**config.mk**
```make
export PLATFORM = sky130hd
export DESIGN_NAME = tlbm_regif
export DESIGN_NICKNAME = d
export VERILOG_FILES = /design/src/rtl/tlbm_pkg.sv /design/src/rtl/tlbm_entry_store.sv /design/src/rtl/tlbm_match.sv /design/src/rtl/tlbm_regif.sv
export SDC_FILE = /design/constraint.sdc
export NUM_CORES = 2
export LEC_CHECK = 0
export ABC_AREA = 0
export CORE_ASPECT_RATIO = 1.2
export CORE_UTILIZATION = 59
export DETAILED_ROUTE_END_ITERATION = 12
export PLACE_DENSITY_LB_ADDON = 0.12
export SLEW_MARGIN = 20
export SYNTH_ARGS = -nofsm -noshare
export SYNTH_HDL_FRONTEND = slang
export SYNTH_SLANG_ARGS = --single-unit
export TNS_END_PERCENT = 50
```
**constraint.sdc**
```tcl
create_clock -name clk -period 5.45 [get_ports clk]
set_input_delay 0.545 -clock clk [delete_from_list [all_inputs] [get_ports clk]]
set_output_delay 0.545 -clock clk [all_outputs]
set_load 0.01 [all_outputs]
```
**src/rtl/tlbm_pkg.sv**
```systemverilog
package tlbm_pkg;
    localparam logic [2:0] RG_DATA   = 3'd0;
    localparam logic [2:0] RG_TAG    = 3'd1;
    localparam logic [2:0] RG_ZONE   = 3'd2;
    localparam logic [2:0] RG_PID    = 3'd3;
    localparam logic [2:0] RG_INDEX  = 3'd4;
    localparam logic [2:0] RG_SEARCH = 3'd5;

    localparam int TAG_VALID_BIT = 6;
    localparam int TID_W         = 8;

    typedef enum logic {
        ST_IDLE = 1'b0,
        ST_SCAN = 1'b1
    } tlbm_state_e;
endpackage

```
**src/rtl/tlbm_entry_store.sv**
```systemverilog
module tlbm_entry_store #(
    parameter int NUM_ENTRIES = 8,
    parameter int IDX_W       = 3
) (
    input  logic             clk,
    input  logic             rst_n,
    input  logic [IDX_W-1:0] wr_idx,
    input  logic             we_tag,
    input  logic [31:0]      tag_wdata,
    input  logic [7:0]       tid_wdata,
    input  logic             we_lo,
    input  logic             we_hi,
    input  logic [31:0]      data_wdata,
    input  logic [IDX_W-1:0] rd_idx_a,
    output logic [31:0]      tag_a,
    output logic [63:0]      data_a,
    output logic [7:0]       tid_a,
    input  logic [IDX_W-1:0] rd_idx_b,
    output logic [31:6]      tag_b,
    output logic [7:4]       zone_b,
    output logic [7:0]       tid_b
);
    logic [31:0] tag_r  [NUM_ENTRIES];
    logic [63:0] data_r [NUM_ENTRIES];
    logic [7:0]  tid_r  [NUM_ENTRIES];

    always_ff @(posedge clk or negedge rst_n) begin
        if (!rst_n) begin
            for (int e = 0; e < NUM_ENTRIES; e++) begin
                tag_r[e]  <= '0;
                data_r[e] <= '0;
                tid_r[e]  <= '0;
            end
        end else begin
            for (int e = 0; e < NUM_ENTRIES; e++) begin
                if (wr_idx == IDX_W'(e)) begin
                    if (we_tag) begin
                        tag_r[e] <= tag_wdata;
                        tid_r[e] <= tid_wdata;
                    end
                    if (we_lo) data_r[e][31:0]  <= data_wdata;
                    if (we_hi) data_r[e][63:32] <= data_wdata;
                end
            end
        end
    end

    assign tag_a  = tag_r[rd_idx_a];
    assign data_a = data_r[rd_idx_a];
    assign tid_a  = tid_r[rd_idx_a];

    always_comb begin
        logic [31:0] t;
        logic [63:0] d;
        t      = tag_r[rd_idx_b];
        d      = data_r[rd_idx_b];
        tag_b  = t[31:6];
        zone_b = d[7:4];
        tid_b  = tid_r[rd_idx_b];
    end
endmodule

```
**src/rtl/tlbm_match.sv**
```systemverilog
module tlbm_match (
    input  logic [31:6]  tag_hi,
    input  logic [7:4]   zone_sel,
    input  logic [7:0]   tid,
    input  logic [7:0]   pid8,
    input  logic [31:0]  zpr,
    input  logic         user_mode,
    input  logic [31:10] page,
    output logic         hit
);
    logic        valid;
    logic [2:0]  size_f;
    logic [21:0] cmp_mask;
    logic        addr_ok;
    logic        tid_ok;
    logic [4:0]  zshift;
    logic [1:0]  zfield;
    logic        zone_deny;

    always_comb begin
        valid     = tag_hi[tlbm_pkg::TAG_VALID_BIT];
        size_f    = tag_hi[9:7];
        cmp_mask  = 22'h3F_FFFF << {size_f, 1'b0};
        addr_ok   = ((page ^ tag_hi[31:10]) & cmp_mask) == '0;
        tid_ok    = (tid == 8'd0) || (tid == pid8);
        zshift    = 5'd30 - {zone_sel, 1'b0};
        zfield    = 2'((zpr >> zshift) & 32'd3);
        zone_deny = user_mode && (zfield == 2'b00);
        hit       = valid && addr_ok && tid_ok && !zone_deny;
    end
endmodule

```
**src/rtl/tlbm_regif.sv**
```systemverilog
module tlbm_regif #(
    parameter int NUM_ENTRIES = 8
) (
    input  logic        clk,
    input  logic        rst_n,
    input  logic [1:0]  acc_lvl,
    input  logic        user_mode,
    input  logic        acc_en,
    input  logic        acc_wr,
    input  logic [2:0]  reg_sel,
    input  logic        acc_ext,
    input  logic [31:0] wdata,
    output logic [31:0] rdata,
    output logic        busy
);
    import tlbm_pkg::*;

    localparam int IDX_W = (NUM_ENTRIES > 1) ? $clog2(NUM_ENTRIES) : 1;
    localparam logic [IDX_W-1:0] LAST_IDX = IDX_W'(NUM_ENTRIES - 1);

    tlbm_state_e state_q, state_d;

    logic [31:0]     pid_q, zpr_q, index_q, rdata_q;
    logic [IDX_W-1:0] scan_q;
    logic [31:10]    page_q;
    logic            umode_q;

    logic            idle, go, wr_ok, rd_ok, do_wr, do_rd, rd_req;
    logic            we_tag, we_lo, we_hi, last;
    logic [31:0]     tag_a, rd_val;
    logic [63:0]     data_a;
    logic [7:0]      tid_a, tid_b;
    logic [31:6]     tag_b;
    logic [7:4]      zone_b;
    logic            hit;
    logic [IDX_W-1:0] sel_idx;

    // Access decode and level gating
    always_comb begin
        idle = (state_q == ST_IDLE);
        go   = acc_en && idle && (acc_lvl != 2'b00) && (!acc_ext || reg_sel == RG_DATA);
        unique case (reg_sel)
            RG_DATA, RG_TAG, RG_INDEX:  wr_ok = 1'b1;
            RG_PID, RG_ZONE, RG_SEARCH: wr_ok = acc_lvl[1];
            default:                    wr_ok = 1'b0;
        endcase
        unique case (reg_sel)
            RG_DATA, RG_TAG, RG_PID, RG_ZONE: rd_ok = acc_lvl[0];
            RG_INDEX:                         rd_ok = 1'b1;
            default:                          rd_ok = 1'b0;
        endcase
        do_wr   = go && acc_wr && wr_ok;
        do_rd   = go && !acc_wr && rd_ok;
        rd_req  = acc_en && !acc_wr && idle;
        we_tag  = do_wr && (reg_sel == RG_TAG);
        we_lo   = do_wr && (reg_sel == RG_DATA) && !acc_ext;
        we_hi   = do_wr && (reg_sel == RG_DATA) && acc_ext;
        sel_idx = index_q[IDX_W-1:0];
        last    = (scan_q == LAST_IDX);
    end

    always_comb begin
        unique case (reg_sel)
            RG_DATA:  rd_val = acc_ext ? data_a[63:32] : data_a[31:0];
            RG_TAG:   rd_val = tag_a;
            RG_ZONE:  rd_val = zpr_q;
            RG_PID:   rd_val = pid_q;
            RG_INDEX: rd_val = index_q;
            default:  rd_val = '0;
        endcase
    end

    tlbm_entry_store #(.NUM_ENTRIES(NUM_ENTRIES), .IDX_W(IDX_W)) u_store (
        .clk        (clk),
        .rst_n      (rst_n),
        .wr_idx     (sel_idx),
        .we_tag     (we_tag),
        .tag_wdata  (wdata),
        .tid_wdata  (pid_q[7:0]),
        .we_lo      (we_lo),
        .we_hi      (we_hi),
        .data_wdata (wdata),
        .rd_idx_a   (sel_idx),
        .tag_a      (tag_a),
        .data_a     (data_a),
        .tid_a      (tid_a),
        .rd_idx_b   (scan_q),
        .tag_b      (tag_b),
        .zone_b     (zone_b),
        .tid_b      (tid_b)
    );

    tlbm_match u_match (
        .tag_hi    (tag_b),
        .zone_sel  (zone_b),
        .tid       (tid_b),
        .pid8      (pid_q[7:0]),
        .zpr       (zpr_q),
        .user_mode (umode_q),
        .page      (page_q),
        .hit       (hit)
    );

    // Next state: start search / scan done
    always_comb begin
        state_d = state_q;
        unique case (state_q)
            ST_IDLE: if (do_wr && reg_sel == RG_SEARCH) state_d = ST_SCAN;
            ST_SCAN: if (hit || last)                   state_d = ST_IDLE;
            default:                                    state_d = ST_IDLE;
        endcase
    end

    always_ff @(posedge clk or negedge rst_n) begin
        if (!rst_n) state_q <= ST_IDLE;
        else        state_q <= state_d;
    end

    // Register file and outputs
    always_ff @(posedge clk or negedge rst_n) begin
        if (!rst_n) begin
            pid_q   <= '0;
            zpr_q   <= '0;
            index_q <= '0;
            rdata_q <= '0;
            scan_q  <= '0;
            page_q  <= '0;
            umode_q <= 1'b0;
        end else begin
            unique case (state_q)
                ST_IDLE: begin
                    if (do_wr) begin
                        unique case (reg_sel)
                            RG_PID:   pid_q <= wdata;
                            RG_ZONE:  zpr_q <= wdata;
                            RG_INDEX: index_q[30:0] <= wdata[30:0];
                            RG_SEARCH: begin
                                page_q  <= wdata[31:10];
                                umode_q <= user_mode;
                                scan_q  <= '0;
                            end
                            default: ;
                        endcase
                    end
                    if (rd_req) begin
                        rdata_q <= do_rd ? rd_val : 32'd0;
                        if (do_rd && reg_sel == RG_TAG) pid_q <= {24'd0, tid_a};
                    end
                end
                ST_SCAN: begin
                    if (hit)       index_q    <= 32'(scan_q);
                    else if (last) index_q[31] <= 1'b1;
                    scan_q <= scan_q + 1'b1;
                end
                default: ;
            endcase
        end
    end

    assign rdata = rdata_q;
    assign busy  = (state_q == ST_SCAN);

    AST_MISS_FLAG_KEPT: assert property (@(posedge clk) disable iff (!rst_n)
        (do_wr && reg_sel == RG_INDEX) |=> index_q[31] == $past(index_q[31]));
    AST_TID_CAPTURE: assert property (@(posedge clk) disable iff (!rst_n)
        we_tag |=> tid_a == $past(pid_q[7:0]));
    AST_PID_RESTORE: assert property (@(posedge clk) disable iff (!rst_n)
        (do_rd && reg_sel == RG_TAG) |=> pid_q == {24'd0, $past(tid_a)});
    AST_MISS_SETS_FLAG: assert property (@(posedge clk) disable iff (!rst_n)
        (state_q == ST_SCAN && !hit && last) |=> (index_q[31] && !busy));
    AST_SEARCH_READS_ZERO: assert property (@(posedge clk) disable iff (!rst_n)
        (rd_req && reg_sel == RG_SEARCH) |=> rdata == 32'd0);
    AST_NO_LEVEL_READ: assert property (@(posedge clk) disable iff (!rst_n)
        (rd_req && acc_lvl == 2'b00) |=> rdata == 32'd0);
    AST_NO_LEVEL_WRITE: assert property (@(posedge clk) disable iff (!rst_n)
        (acc_en && acc_wr && idle && acc_lvl == 2'b00)
        |=> ($stable(pid_q) && $stable(zpr_q) && $stable(index_q)));
    AST_BUSY_IGNORES: assert property (@(posedge clk) disable iff (!rst_n)
        (busy && acc_en && acc_wr && reg_sel == RG_PID) |=> $stable(pid_q));
endmodule

```
==> results_dict.tcl <==
set metrics [dict create \
    outcome "complete, but fails checks" \
    violations "DRC" \
    drive_gt1_share_pct 44.6 \
    die_y_microns 313 \
    port_buffers 75 \
    path_clk_slew_ns 0.06 \
    synth_area_per_cell_sq_um 14.6 \
    yosys_warnings 0 \
    design_power_total_w 0.0173 \
    tightest_slew_ns 1.17 \
    r2r_start "scan_q[0]" \
    synth_commonest_cells "987 x dfrtp_1, 883 x mux2_2, 286 x mux4_2, 196 x clkbuf_1, 184 x nand2_1" \
    setup_tns_ns 0 \
    drt_pass1_iterations 12 \
    timing.final.crit_share_pct 85.7 \
    hold_viol 0 \
    ys_ff_latch 987 \
    die_x_microns 261 \
    regArea_sq_mm 0.0247 \
    io_pins 76 \
    p_leak_nw 25.5 \
    final_max_slew_viol_count 0 \
    clk_latency_ns 0.67 \
    viasPerCell 6.74 \
    avgRoutedWirePerCell_microns 29.7 \
    synth_area_sq_mm 0.0475 \
    relSlewSlack_pct 21.7 \
    post_cts.repair.setup_buffers 0 \
    synth_area_leaders "dfrtp_1 52%, mux2_2 21%, mux4_2 14%" \
    grt_pass1_vias 31200 \
    antenna_found_initial 2 \
    grt_usage_pct 32.3 \
    postSynth.asyncResetShare_pct 100 \
    nets 3226 \
    grt_first_pass_wirelength_microns 196000 \
    synth.net_count 3295 \
    r2r_cells 11 \
    hp-class "input pin to flip-flop" \
    path_class "flip-flop to flip-flop" \
    die_area_sq_mm 0.0816 \
    postLayoutCoreUtil_pct 65.9 \
    seq_area_frac_synth_pct 52.1 \
    start_util_pct 59.8 \
    post-route-min-period_ns 4.67 \
    ff2ff_setup_slack_ns 0.78 \
    synthFlopType "dfrtp_1" \
    holdCritStartpoint "wdata[24]" \
    cts_tree "yes" \
    crit-reg2reg-capture "index_q[22]" \
    synth_edf_count 0 \
    placementRows 113 \
    start_kind "flip-flop" \
    drt_wl_total_microns 127000 \
    grt_max_degree 191 \
    htreeDepth 3 \
    min_path_cells 3 \
    syn2layout_area_growth_pct 10.2 \
    worstSetupEndpointType "flip-flop" \
    via_count 28900 \
    multiInputGateArea_sq_mm 0.0214 \
    ant_nets 0 \
    power_density_mw_per_mm2 330 \
    cts.path.max_buffers 3 \
    cts_inserted_buffers 101 \
    drc_errors 6 \
    required_ns 5.95 \
    placed_cells 4111 \
    core_sq_mm 0.0793 \
    fmax_mhz 214 \
    cap_violations 0 \
    gp_congestion 0.909 \
    stdcell_count 4291 \
    setup_violations 0 \
    rsz0062_at_grt "no" \
    arrival_ns 5.17 \
    synth_cell_types 57 \
    cts_root_buf "clkbuf_16" \
    hold_path_end "pid_q[24]" \
    finalClockSkew_ns 0.0203 \
    dpl.hpwl_microns 77000 \
    path_max_fanout 50 \
    ir_drop_mv 0.272 \
    nFillCells 5630 \
    grt_overflow_total 0 \
    synth_top_area_share_pct 52.1 \
    synthCells 3250 \
    clock_sinks 987 \
    synth.most_common_cell "dfrtp_1" \
    yosysTopAreaCell "dfrtp_1" \
    drt-initial-drc-count 2572 \
]
## cells in the final DEF, fill, tap and decap left out, types with 5 or more instances in the layout
master / n
nand2b_1: 5
nand2_1: 170
mux2i_1: 152
mux2_2: 883
o21ai_0: 48
buf_12: 13
o22ai_1: 8
nand3_1: 33
clkdlybuf4s50_1: 62
clkbuf_1: 20
nand3b_1: 5
nor3_1: 10
buf_4: 61
o31ai_1: 29
and3_1: 5
dfrtp_1: 981
nor2_1: 44
a22oi_1: 20
buf_2: 11
mux2_1: 13
clkinv_2: 19
inv_1: 34
nand4_1: 7
nor3b_1: 5
o221ai_1: 32
xor2_1: 9
clkbuf_16: 103
bufinv_16: 7
a21oi_1: 41
nor2b_1: 5
xnor2_1: 16
a22o_1: 9
mux4_2: 286
nor4_1: 7
clkbuf_8: 24
nand2_2: 13
## report_power, final
part / switching [W] / total (W) / internal (W)
sequential: 0.000384 / 0.00800 / 0.00762
combinational: 0.00134 / 0.00232 / 0.000982
clock: 0.00286 / 0.00695 / 0.00410
total: 0.00458 / 0.0173 / 0.0127
## cells by family (layout without fill, tap and decap cells)
family                     count (synthesis)  in the layout  share of synthesized area [%]
AOI/OAI and AO/OA                        210            210                           3.03
xor gates and xnor gates                  25             25                          0.461
adders and majority gates                  2              2                         0.0527
buffers and inverters                    356            360                           3.15
DFF                                      987            987                           52.1
muxes                                   1334           1334                           38.0
other                                      0              2                              0
and+or+nand+nor                          336            336                           3.21
## worst max-delay path by stage
stage,slack (ns),startpoint,endpoint,depth (start not counted)
after floorplan,2.41,reg_sel[1],u_store.data_r[385],8
after global placement,0.91,scan_q[0],index_q[27],11
after detailed placement,0.90,scan_q[0],index_q[30],11
after CTS,0.87,scan_q[0],index_q[23],11
after global routing,0.63,scan_q[0],index_q[22],11
final,0.78,scan_q[0],index_q[22],11
## cell type report
type	count	share of cell area, %
Sequential cell	987	47.3
Multi-Input combinational cell	1907	40.9
Clock buffer	147	5.71
Timing Repair Buffer	150	2.77
Tap cell	1035	2.48
Clock inverter	29	0.632
Inverter	34	0.244
Antenna cell	2	0.00957
## flip-flops by register name (all words and copies together) (netlist names)
signal and count:
page_q 22, pid_q 32, scan_q 3, index_q 32, u_store.tid_r 64, zpr_q 32
u_store.data_r 512, umode_q 1, rdata 32, u_store.tag_r 256, busy 1
## metrics by stage
step,setup slack (ns),area (sq um),hold slack (ns)
after global placement,0.908,49000,0.464
after CTS,0.870,52300,0.388
after detailed placement,0.904,49000,0.473
after floorplan,2.41,47500,0.249
final,0.782,52300,0.395
after global routing,0.627,52300,0.424
## metal layers
layer	vias to the layer above	wire (microns)	share of wire, %	track usage (%)
met5	-	7	0.0055	0
met4	2	5360	4.2	13.6
met3	304	7650	6.0	4.97
met2	1018	62900	49	52.6
met1	15700	51500	40	43.4
li1	11900	-	-	-
## timing repair
item,4_1_cts,5_1_grt
hold buffers,1,0
endpoints found under the hold margin,73,0
gates resized for setup,0,0
## critical path, stage by stage (launching register included)
cell       delay, ns
dfrtp_4         1.04
buf_4           0.47
mux2i_1         0.13
a22o_1          0.25
o21ai_0         0.18
nand4_1         0.11
nor4b_1         0.75
o211ai_1        0.28
a2111oi_2       0.35
and2_1          0.54
buf_12          0.25
o31ai_1         0.10
No activity file was read; power rests on OpenSTA's default activity.
